$ cat src/rtl/router_pkg.sv
`timescale 1ns/1ps
package router_pkg;
    localparam int NPORTS = 5;

    typedef enum logic [2:0] {
        P_LOCAL = 3'd0,
        P_NORTH = 3'd1,
        P_EAST  = 3'd2,
        P_SOUTH = 3'd3,
        P_WEST  = 3'd4
    } port_e;

    typedef enum logic {
        ST_IDLE = 1'b0,
        ST_BUSY = 1'b1
    } arb_state_e;
endpackage

$ cat src/rtl/flit_fifo.sv
`timescale 1ns/1ps
module flit_fifo #(
    parameter int WIDTH = 34,
    parameter int DEPTH = 8
) (
    input  logic             clk,
    input  logic             rst_n,
    input  logic             wr_en,
    input  logic [WIDTH-1:0] wr_data,
    output logic             full,
    input  logic             rd_en,
    output logic [WIDTH-1:0] rd_data,
    output logic             empty
);
    localparam int AW = (DEPTH > 1) ? $clog2(DEPTH) : 1;
    localparam int CW = $clog2(DEPTH + 1);

    logic [WIDTH-1:0] mem [DEPTH];
    logic [AW-1:0]    wr_ptr, rd_ptr;
    logic [CW-1:0]    count;

    function automatic logic [AW-1:0] bump(input logic [AW-1:0] p);
        return (p == AW'(DEPTH - 1)) ? '0 : p + 1'b1;
    endfunction

    assign full    = (count == CW'(DEPTH));
    assign empty   = (count == '0);
    assign rd_data = mem[rd_ptr];

    always_ff @(posedge clk) begin
        if (wr_en) mem[wr_ptr] <= wr_data;
    end

    always_ff @(posedge clk) begin
        if (!rst_n) begin
            wr_ptr <= '0;
            rd_ptr <= '0;
            count  <= '0;
        end else begin
            if (wr_en) wr_ptr <= bump(wr_ptr);
            if (rd_en) rd_ptr <= bump(rd_ptr);
            unique case ({wr_en, rd_en})
                2'b10:   count <= count + 1'b1;
                2'b01:   count <= count - 1'b1;
                default: count <= count;
            endcase
        end
    end

    // the queue never holds more than DEPTH entries
    a_r2_no_overflow: assert property (@(posedge clk) disable iff (!rst_n)
        count <= CW'(DEPTH));
    // upstream gating never writes into a full queue
    a_r2_no_write_when_full: assert property (@(posedge clk) disable iff (!rst_n)
        full |-> !wr_en);
    // nothing is read from an empty queue
    a_r8_no_read_when_empty: assert property (@(posedge clk) disable iff (!rst_n)
        empty |-> !rd_en);
endmodule

$ cat src/rtl/xy_route.sv
`timescale 1ns/1ps
module xy_route import router_pkg::*; #(
    parameter int COORD_W = 4
) (
    input  logic [COORD_W-1:0] dest_x,
    input  logic [COORD_W-1:0] dest_y,
    input  logic [COORD_W-1:0] my_x,
    input  logic [COORD_W-1:0] my_y,
    output port_e              dir
);
    always_comb begin
        if (dest_x > my_x)      dir = P_EAST;
        else if (dest_x < my_x) dir = P_WEST;
        else if (dest_y > my_y) dir = P_NORTH;
        else if (dest_y < my_y) dir = P_SOUTH;
        else                    dir = P_LOCAL;
    end
endmodule

$ cat src/rtl/out_arbiter.sv
`timescale 1ns/1ps
module out_arbiter import router_pkg::*; #(
    parameter int N = 5
) (
    input  logic         clk,
    input  logic         rst_n,
    input  logic [N-1:0] req,
    input  logic [N-1:0] src_valid,
    input  logic [N-1:0] src_eop,
    input  logic         out_ack,
    output logic [N-1:0] gnt,
    output logic         out_valid,
    output logic         fire
);
    localparam int IW = $clog2(N);

    arb_state_e    state, state_nxt;
    logic [IW-1:0] owner, ptr, pick_idx;
    logic          pick_any, release_now;

    // Round-robin search starting at ptr; the smallest offset wins.
    always_comb begin
        int tmp;
        pick_any = 1'b0;
        pick_idx = ptr;
        for (int k = N - 1; k >= 0; k--) begin
            tmp = int'(ptr) + k;
            if (tmp >= N) tmp = tmp - N;
            if (req[tmp]) begin
                pick_any = 1'b1;
                pick_idx = IW'(tmp);
            end
        end
    end

    // Next-state logic
    always_comb begin
        state_nxt = state;
        unique case (state)
            ST_IDLE: if (pick_any)    state_nxt = ST_BUSY;
            ST_BUSY: if (release_now) state_nxt = ST_IDLE;
            default: state_nxt = ST_IDLE;
        endcase
    end

    // State register, owner and pointer
    always_ff @(posedge clk) begin
        if (!rst_n) begin
            state <= ST_IDLE;
            owner <= '0;
            ptr   <= '0;
        end else begin
            state <= state_nxt;
            if (state == ST_IDLE && pick_any) owner <= pick_idx;
            if (release_now)
                ptr <= (owner == IW'(N - 1)) ? '0 : owner + 1'b1;
        end
    end

    // Outputs
    always_comb begin
        gnt       = '0;
        out_valid = 1'b0;
        unique case (state)
            ST_IDLE: ;
            ST_BUSY: begin
                gnt[owner] = 1'b1;
                out_valid  = src_valid[owner];
            end
            default: ;
        endcase
        fire        = out_valid && out_ack;
        release_now = fire && src_eop[owner];
    end

    // a locked output keeps its owner until the end flit passes
    a_r5_keep_owner: assert property (@(posedge clk) disable iff (!rst_n)
        (state == ST_BUSY && !(fire && src_eop[owner]))
        |=> (state == ST_BUSY && $stable(owner)));
    // after a release the pointer sits one past the finished input
    a_r6_ptr_after_release: assert property (@(posedge clk) disable iff (!rst_n)
        (state == ST_BUSY && fire && src_eop[owner])
        |=> (int'(ptr) == (int'($past(owner)) + 1) % N));
    // the pointer never moves without a release
    a_r6_ptr_hold: assert property (@(posedge clk) disable iff (!rst_n)
        !(state == ST_BUSY && fire && src_eop[owner]) |=> $stable(ptr));
    // a flit that was not acknowledged is still offered next cycle
    a_r8_valid_held: assert property (@(posedge clk) disable iff (!rst_n)
        (out_valid && !out_ack) |=> (out_valid && $stable(owner)));
    // at most one input granted per output
    a_r5_onehot_grant: assert property (@(posedge clk) disable iff (!rst_n)
        $onehot0(gnt));
endmodule

$ cat src/rtl/mesh_router.sv
`timescale 1ns/1ps
module mesh_router import router_pkg::*; #(
    parameter int DATA_W     = 32,
    parameter int FIFO_DEPTH = 8,
    parameter int COORD_W    = 4
) (
    input  logic                     clk,
    input  logic                     rst_n,
    input  logic [COORD_W-1:0]       my_x,
    input  logic [COORD_W-1:0]       my_y,
    input  logic [NPORTS-1:0]        in_valid,
    output logic [NPORTS-1:0]        in_ack,
    input  logic [NPORTS-1:0]        in_bop,
    input  logic [NPORTS-1:0]        in_eop,
    input  logic [NPORTS*DATA_W-1:0] in_data,
    output logic [NPORTS-1:0]        out_valid,
    input  logic [NPORTS-1:0]        out_ack,
    output logic [NPORTS-1:0]        out_bop,
    output logic [NPORTS-1:0]        out_eop,
    output logic [NPORTS*DATA_W-1:0] out_data
);
    localparam int FW    = DATA_W + 2;
    localparam int BOP_B = FW - 1;
    localparam int EOP_B = FW - 2;

    logic [FW-1:0]     head  [NPORTS];
    logic [FW-1:0]     oword [NPORTS];
    port_e             dir   [NPORTS];
    logic [NPORTS-1:0] req   [NPORTS];
    logic [NPORTS-1:0] gnt   [NPORTS];
    logic [NPORTS-1:0] fifo_full, fifo_empty, hd_valid, hd_bop, hd_eop;
    logic [NPORTS-1:0] pop, fire;

    // Input side: queue plus route computation on the front flit
    for (genvar i = 0; i < NPORTS; i++) begin : g_in
        flit_fifo #(.WIDTH(FW), .DEPTH(FIFO_DEPTH)) u_fifo (
            .clk     (clk),
            .rst_n   (rst_n),
            .wr_en   (in_valid[i] & ~fifo_full[i]),
            .wr_data ({in_bop[i], in_eop[i], in_data[i*DATA_W +: DATA_W]}),
            .full    (fifo_full[i]),
            .rd_en   (pop[i]),
            .rd_data (head[i]),
            .empty   (fifo_empty[i])
        );
        assign in_ack[i]   = ~fifo_full[i];
        assign hd_valid[i] = ~fifo_empty[i];
        assign hd_bop[i]   = head[i][BOP_B];
        assign hd_eop[i]   = head[i][EOP_B];

        xy_route #(.COORD_W(COORD_W)) u_route (
            .dest_x (head[i][COORD_W-1:0]),
            .dest_y (head[i][2*COORD_W-1:COORD_W]),
            .my_x   (my_x),
            .my_y   (my_y),
            .dir    (dir[i])
        );
    end

    // Only a waiting header requests its routed output
    always_comb begin
        for (int o = 0; o < NPORTS; o++)
            for (int i = 0; i < NPORTS; i++)
                req[o][i] = hd_valid[i] && hd_bop[i] && (dir[i] == port_e'(o));
    end

    // Output side: one arbiter per output
    for (genvar o = 0; o < NPORTS; o++) begin : g_out
        out_arbiter #(.N(NPORTS)) u_arb (
            .clk       (clk),
            .rst_n     (rst_n),
            .req       (req[o]),
            .src_valid (hd_valid),
            .src_eop   (hd_eop),
            .out_ack   (out_ack[o]),
            .gnt       (gnt[o]),
            .out_valid (out_valid[o]),
            .fire      (fire[o])
        );
        assign out_bop[o]                      = oword[o][BOP_B];
        assign out_eop[o]                      = oword[o][EOP_B];
        assign out_data[o*DATA_W +: DATA_W]    = oword[o][DATA_W-1:0];

        // an unacknowledged flit stays unchanged on the output
        a_r8_data_stable: assert property (@(posedge clk) disable iff (!rst_n)
            (out_valid[o] && !out_ack[o]) |=> $stable(oword[o]));
    end

    // Crossbar and queue pops
    always_comb begin
        pop = '0;
        for (int o = 0; o < NPORTS; o++) begin
            oword[o] = '0;
            for (int i = 0; i < NPORTS; i++) begin
                if (gnt[o][i]) oword[o] = oword[o] | head[i];
                pop[i] = pop[i] | (fire[o] & gnt[o][i]);
            end
        end
    end

    // an input is owned by at most one output at a time
    for (genvar i = 0; i < NPORTS; i++) begin : g_chk
        logic [NPORTS-1:0] owners;
        always_comb
            for (int o = 0; o < NPORTS; o++) owners[o] = gnt[o][i];
        a_r5_single_owner: assert property (@(posedge clk) disable iff (!rst_n)
            $onehot0(owners));
        // a header addressed to this switch requests only the local output
        a_r4_local_on_match: assert property (@(posedge clk) disable iff (!rst_n)
            (hd_valid[i] && hd_bop[i] && head[i][COORD_W-1:0] == my_x &&
             head[i][2*COORD_W-1:COORD_W] == my_y) |-> (dir[i] == P_LOCAL));
    end
endmodule

$ cat config.mk
export PLATFORM = sky130hd
export DESIGN_NAME = mesh_router
export DESIGN_NICKNAME = d
export VERILOG_FILES = /design/src/rtl/router_pkg.sv /design/src/rtl/flit_fifo.sv /design/src/rtl/xy_route.sv /design/src/rtl/out_arbiter.sv /design/src/rtl/mesh_router.sv
export SDC_FILE = /design/constraint.sdc
export NUM_CORES = 2
export LEC_CHECK = 0
export CAP_MARGIN = 20
export CORE_ASPECT_RATIO = 0.8
export CORE_MARGIN = 4
export CORE_UTILIZATION = 45
export CTS_CLUSTER_DIAMETER = 80
export DETAILED_ROUTE_END_ITERATION = 10
export REMOVE_ABC_BUFFERS = 1
export SYNTH_ARGS = -nofsm -noshare
export SYNTH_HDL_FRONTEND = slang
export SYNTH_SLANG_ARGS = --single-unit
export TNS_END_PERCENT = 1
$ cat constraint.sdc
create_clock -name clk -period 15.4 [get_ports clk]
set_input_delay 1.54 -clock clk [delete_from_list [all_inputs] [get_ports clk]]
set_output_delay 1.54 -clock clk [all_outputs]
set_load 0.005 [all_outputs]
**Word-level counts from Yosys, hierarchy flattened**

Memories as Yosys holds them, arrays and structs flattened. A register that Yosys moved wholly into a read port is not among the register bits.
Index checks and enable logic that the tools add are counted.

- Add/sub/neg operators: 70
- $lt $le $gt $ge: 80
- Eq/ne operators: 50
- Multiplexer cells: 290
- Bitwise operators: 85
- Reductions and logical operators: 65

Operator list:

| operator | number |
|---|---|
| 2-to-1 mux 34 bit | 25 |
| less-than comparator 32 x 5 -> 1 bit, second input constant | 25 |
| 2-to-1 mux 32 bit | 25 |
| OR 34 bit | 20 |
| >= comparator 32 x 4 -> 1 bit, second input constant | 20 |
| subtractor 32 x 4 -> 32 bit, second input constant | 20 |
| 2-to-1 mux 3 bit | 65 |
| 2-to-1 mux 1 bit | 115 |
| binary-select mux 1 bit (select 3 bit) | 35 |
| equality test 3 bit, second input constant | 20 |
| logical AND 1 bit | 50 |
| adder 3 x 1 -> 3 bit, second input constant | 15 |
| adder 3 x 2 -> 4 bit, second input constant | 10 |
| greater-than comparator 4 bit | 10 |
| less-than comparator 4 bit | 10 |
| case mux 4 bit (2 select lines) | 5 |
| bitwise AND 1 bit | 30 |
| equality test 3 x 2 -> 1 bit, second input constant | 10 |
| 2-to-1 mux 5 bit | 5 |
| adder 3 x 1 -> 4 bit, second input constant | 5 |
| adder 3 x 3 -> 4 bit, second input constant | 5 |
| adder 4 x 1 -> 4 bit, second input constant | 5 |
| equality test 4 bit, second input constant | 5 |
| logical NOT 4 bit | 5 |
| other kinds (15) | 100 |

- Register bits after elaboration: 85
- Memory bits (writable): 1,360
- Input port bits: 190
- Output and inout bits: 180
- Memories: 5

Memory list:

| name | words | width | rd ports | clocked after memory_dff | write ports | line | source |
|---|---|---|---|---|---|---|---|
| g_in[0].u_fifo.mem | 8 | 34 | 1 | 1 | 1 | flit_fifo.sv:18 | `logic [WIDTH-1:0] mem [DEPTH];` |
| g_in[1].u_fifo.mem | 8 | 34 | 1 | 1 | 1 | flit_fifo.sv:18 |  |
| g_in[2].u_fifo.mem | 8 | 34 | 1 | 1 | 1 | flit_fifo.sv:18 |  |
| g_in[3].u_fifo.mem | 8 | 34 | 1 | 1 | 1 | flit_fifo.sv:18 |  |
| g_in[4].u_fifo.mem | 8 | 34 | 1 | 1 | 1 | flit_fifo.sv:18 |  |

**Depth between registers and ports, before layout**

- Depth after elaboration: 17
- Mapped depth: 18
- Depth with buffers taken out: 15

**Hierarchy**

Synthesis repeated with hierarchy kept, for this count alone.

- Cells, all modules: 4,186
- Area, all modules: 68,798.5 sq um

Modules (own cells, without submodules):

| module | instances | cells an instance | area each (sq um) | sequential area each (sq um) |
|---|---|---|---|---|
| flit_fifo (g_in[0].u_fifo ...) | 4 | 467 | 11,011.8 | 8,428.1 |
| flit_fifo (g_in[3].u_fifo) | 1 | 469 | 11,014.3 | 8,428.1 |
| out_arbiter (g_out[0].u_arb ...) | 4 | 195 | 1,587.8 | 140.1 |
| mesh_router | 1 | 685 | 4,574.4 | 0.0 |
| out_arbiter (g_out[4].u_arb) | 1 | 224 | 1,697.9 | 140.1 |
| xy_route | 5 | 32 | 222.7 | 0.0 |

**Worst setup path before layout**

No wires, ideal clock.

- Path kind: in2reg
- Start: input port in_valid[2]
- End: memory g_in[2].u_fifo.mem[2][0], enable pin
- Setup time: 0.522 ns
- Arrival: 5.325 ns
- Path slack: 9.553 ns
- Stages: 2
- Buffers on the path: 0
- Cells stage by stage: nand2_1 nor4b_1

- Word-level cells in the longest chain between the ends: 3

Ends and longest elaborated chain:

| element | line | source |
|---|---|---|
| start, declared | mesh_router.sv:11 | `input logic [NPORTS-1:0] in_valid,` |
| bitwise AND 1 bit | mesh_router.sv:39 | `.wr_en (in_valid[i] & ~fifo_full[i]),` |
| 2-to-1 mux 1 bit | flit_fifo.sv:31 | `if (wr_en) mem[wr_ptr] <= wr_data;` |
| 2-to-1 mux 1 bit (implied by the code) | flit_fifo.sv:31 |  |
| end, declared | flit_fifo.sv:18 |  |

No other way between the ends.

==> summary.md <==
| Metric | Value |
|---|---|
| Status | `completed` |
| Setup TNS | `0 ns` |
| Initial DRT Pass Iterations | `6` |
| Worst-path fanout max | `41` |
| Die ar. | `154000 um^2` |
| First-pass GRT wire length | `295000 um` |
| Vias after detailed routing | `~43k` |
| Final setup fails | `0` |
| Total setup buffers inserted after CTS | `0` |
| Worst hold path class | `register to register` |
| Post-synthesis sequential area ratio | `between 60 and 70%` |
| VDD IR max | `~0.12 mV` |
| Max clock buf depth | `3` |
| YS warnings | `0` |
| Total GRT Usage | `26.5%` |
| Clock Latency Late Sink | `roughly 0.78 ns` |
| FF-to-FF End | `g_out[1].u_arb.owner[0]` |
| Reg-to-reg setup timing slack | `~9 ns` |
| Final Util | `about 53%` |
| Synthesized flop and latch total | `1460` |
| PnR Total Power | `9170 uW` |
| Post-synth top area cell | `edfxtp_1` |
| Commonest non-fill, non-tap cells in the layout | `edfxtp_1 (1360), nor2_1 (429), clkdlybuf4s50_1 (369)` |
| Core area | `146000 um^2` |
| Most common cell after layout, fill and taps aside | `edfxtp_1` |
| Top-area cell type share of the netlist area | `61.5%` |
| Setup CP Type | `register to output port` |
| # fillers | `11.8k` |
| WL final | `207000 um` |
| TritonCTS clock tree | `done` |
| LEAKAGE | `0.0246 uW` |
| Ports | `370` |
| GR Overflow Total | `0` |
| Core Rows | `roughly 130` |
| DRT iter0 DRCs | `approximately 5.4k` |
| Peak Freq | `152 MHz` |
| Per-cell routed wire length | `between 30 and 40 um` |
| Sink Count | `approximately 1.5k` |
| HPWL Detailed | `~140000 um` |
| Die span in y | `351 um` |
| Avg Inst Size Synth | `15.4 um^2` |
| Hold Buf Count CTS | `0` |
| CP arrival | `5.02 ns` |
| Critical Path End Type | `output port` |
| Cell area after synthesis | `66400 um^2` |
| Final #Nets | `5044` |
| Library cells used by synthesis | `88` |
| Reg2Reg Depth | `14` |
| Required time worst endpoint | `13.86 ns` |
| Clock period minus worst slack | `6.56 ns` |
| Setup crit end | `out_data[0]` |
| Total CTS buffers | `148` |
| Max Cap Viol | `0` |
| Area growth, synth to finish | `16.8%` |
| Largest net degree at the start of global routing | `76` |
| Clock-pin slew on the worst setup and hold paths | `0.06 ns` |
| Slew Viols, Final | `0` |
| Pwr Density | `118 nW/um^2` |
| Gpl congestion | `0.951` |
| Clock skew | `0.0316 ns` |
| Max_slew headroom | `14.3%` |
| RSZ-0062 raised after global routing | `false` |
| Post-route ant nets | `0` |
| CP Launch Type | `register` |
| IO buf count | `369` |
| Final hold violation count | `0` |
| H-tree depth | `4` |
| CTS root buf | `clkbuf_16` |
| DRC | `0` |
| Post-synth EDFFs | `1360` |
| Vias in the first global route | `roughly 41k` |
| Final Cycle Share | `42.6%` |
| CTS resizes | `0` |
| Worst slew pin tran | `1.25 ns` |
| Die Span X | `between 400 and 500 um` |
| Vias/cell | `approximately 6.2` |
| Starting Density | `45.5%` |
| Post-synth top flop | `edfxtp_1` |
| Top cells by area, synth | `edfxtp_1 (62%), mux4_2 (12%), mux2i_1 (3.1%), dfxtp_1 (3.0%), ha_1 (2.6%)` |
| Fraction of layout cells with a size suffix above 1 | `16.1%` |
| Initial antenna violation count | `41` |
| Cells after synthesis | `4305` |
| Asr flop ratio synth | `0%` |
[where the power goes]
| part | internal (uW) | switching [uW] |
|---|---|---|
| Sequential | 4430 | 61.9 |
| Combinational | 481 | 764 |
| Clock | 1920 | 1520 |
| Total | 6830 | 2350 |
[how the worst min path moves through the flow]
stage                     slack [ns]                      end                    start  cells after the start
final                           0.53  g_in[1].u_fifo.count[3]  g_in[1].u_fifo.count[3]                      2
after global routing            0.55  g_in[1].u_fifo.count[3]  g_in[1].u_fifo.count[3]                      2
after CTS                       0.53  g_in[0].u_fifo.count[3]  g_in[0].u_fifo.count[3]                      2
after detailed placement        0.52  g_in[0].u_fifo.count[3]  g_in[0].u_fifo.count[3]                      2
after global placement          0.50  g_in[0].u_fifo.count[3]  g_in[0].u_fifo.count[3]                      2
after floorplan                 0.48  g_in[4].u_fifo.count[3]  g_in[4].u_fifo.count[3]                      2
[kinds of logic after synthesis]
logic type | share of synthesized area [%]
muxes | 15.0
buffers and inverters | 2.07
AOI/OAI and AO/OA | 8.40
adders and majority gates | 2.87
DFF | 64.6
xor gates and xnor gates | 0.488
and+or+nand+nor | 6.63
[cells in the mapped netlist, types with 6 or more instances]
cell / instances
o211ai_1: 19
nand2_1: 128
xnor2_1: 25
buf_2: 7
clkbuf_1: 164
nor4b_1: 9
buf_1: 55
or4_1: 6
nand4b_1: 7
nand4_1: 21
o31ai_1: 12
o2111ai_1: 8
inv_1: 111
nor2_1: 442
dfxtp_1: 100
nor4_1: 18
a211o_1: 34
a21o_1: 18
edfxtp_1: 1360
nor2b_1: 39
o311a_1: 6
a211oi_1: 24
nor3b_1: 15
o21ai_0: 71
nand3_1: 67
o221ai_1: 143
a21boi_0: 8
nand2b_1: 32
a21oi_1: 144
mux4_2: 339
mux2_2: 10
mux2i_1: 208
a22oi_1: 9
and3_1: 15
o22ai_1: 217
or3_1: 15
a31oi_1: 26
xor2_1: 12
ha_1: 136
fa_1: 10
and2_1: 22
nor3_1: 81
[worst max-delay path, stage by stage, from the launching register on]
cell and delay (ns):
dfxtp_4 0.75, buf_4 0.79, mux4_2 0.59, mux2i_1 0.78, o22ai_1 0.16, nor2_1 0.16
o221ai_1 0.39, clkdlybuf4s50_1 0.60
[routing by layer]
layer	global-route usage, %	vias to the layer above	part of all wire [%]	wire length, um
met4	12.8	14	5.5	11300
met2	39.9	2281	44	92200
li1	-	18300	-	-
met3	7.16	549	9.7	20000
met5	0	-	0.049	101
met1	36.0	21400	40	83600
[stage by stage]
step	hold slack [ns]	setup slack, ns	area [um^2]	std cells
after CTS	0.526	8.82	77400	6778
final	0.531	8.84	77500	6808
after floorplan	0.479	8.76	65400	4070
after detailed placement	0.516	9.25	72800	6520
after global placement	0.503	9.32	72800	6519
after global routing	0.547	8.60	77500	6794
[state kept, by name (all words and copies together), names as in the netlist, named ones only]
signal / cells
g_in.u_fifo.rd_ptr: 15
g_out.u_arb.ptr: 15
g_in.u_fifo.count: 20
g_in.u_fifo.wr_ptr: 15
g_out.u_arb.state: 5
g_in.u_fifo.mem: 1360
g_out.u_arb.owner: 15
[final cells by class]
cell class	count	area, um^2	share of cell area (%)
diodes	24	60.1	0.0775
clock buffers	184	3910	5.05
clock inverters	74	686	0.885
inverters	116	435	0.562
multi-input cells	2494	22500	29.0
flip-flops and latches	1460	42900	55.3
well taps	1968	2460	3.18
repair buffers	488	4590	5.92
(Power assumes the default switching activity.)
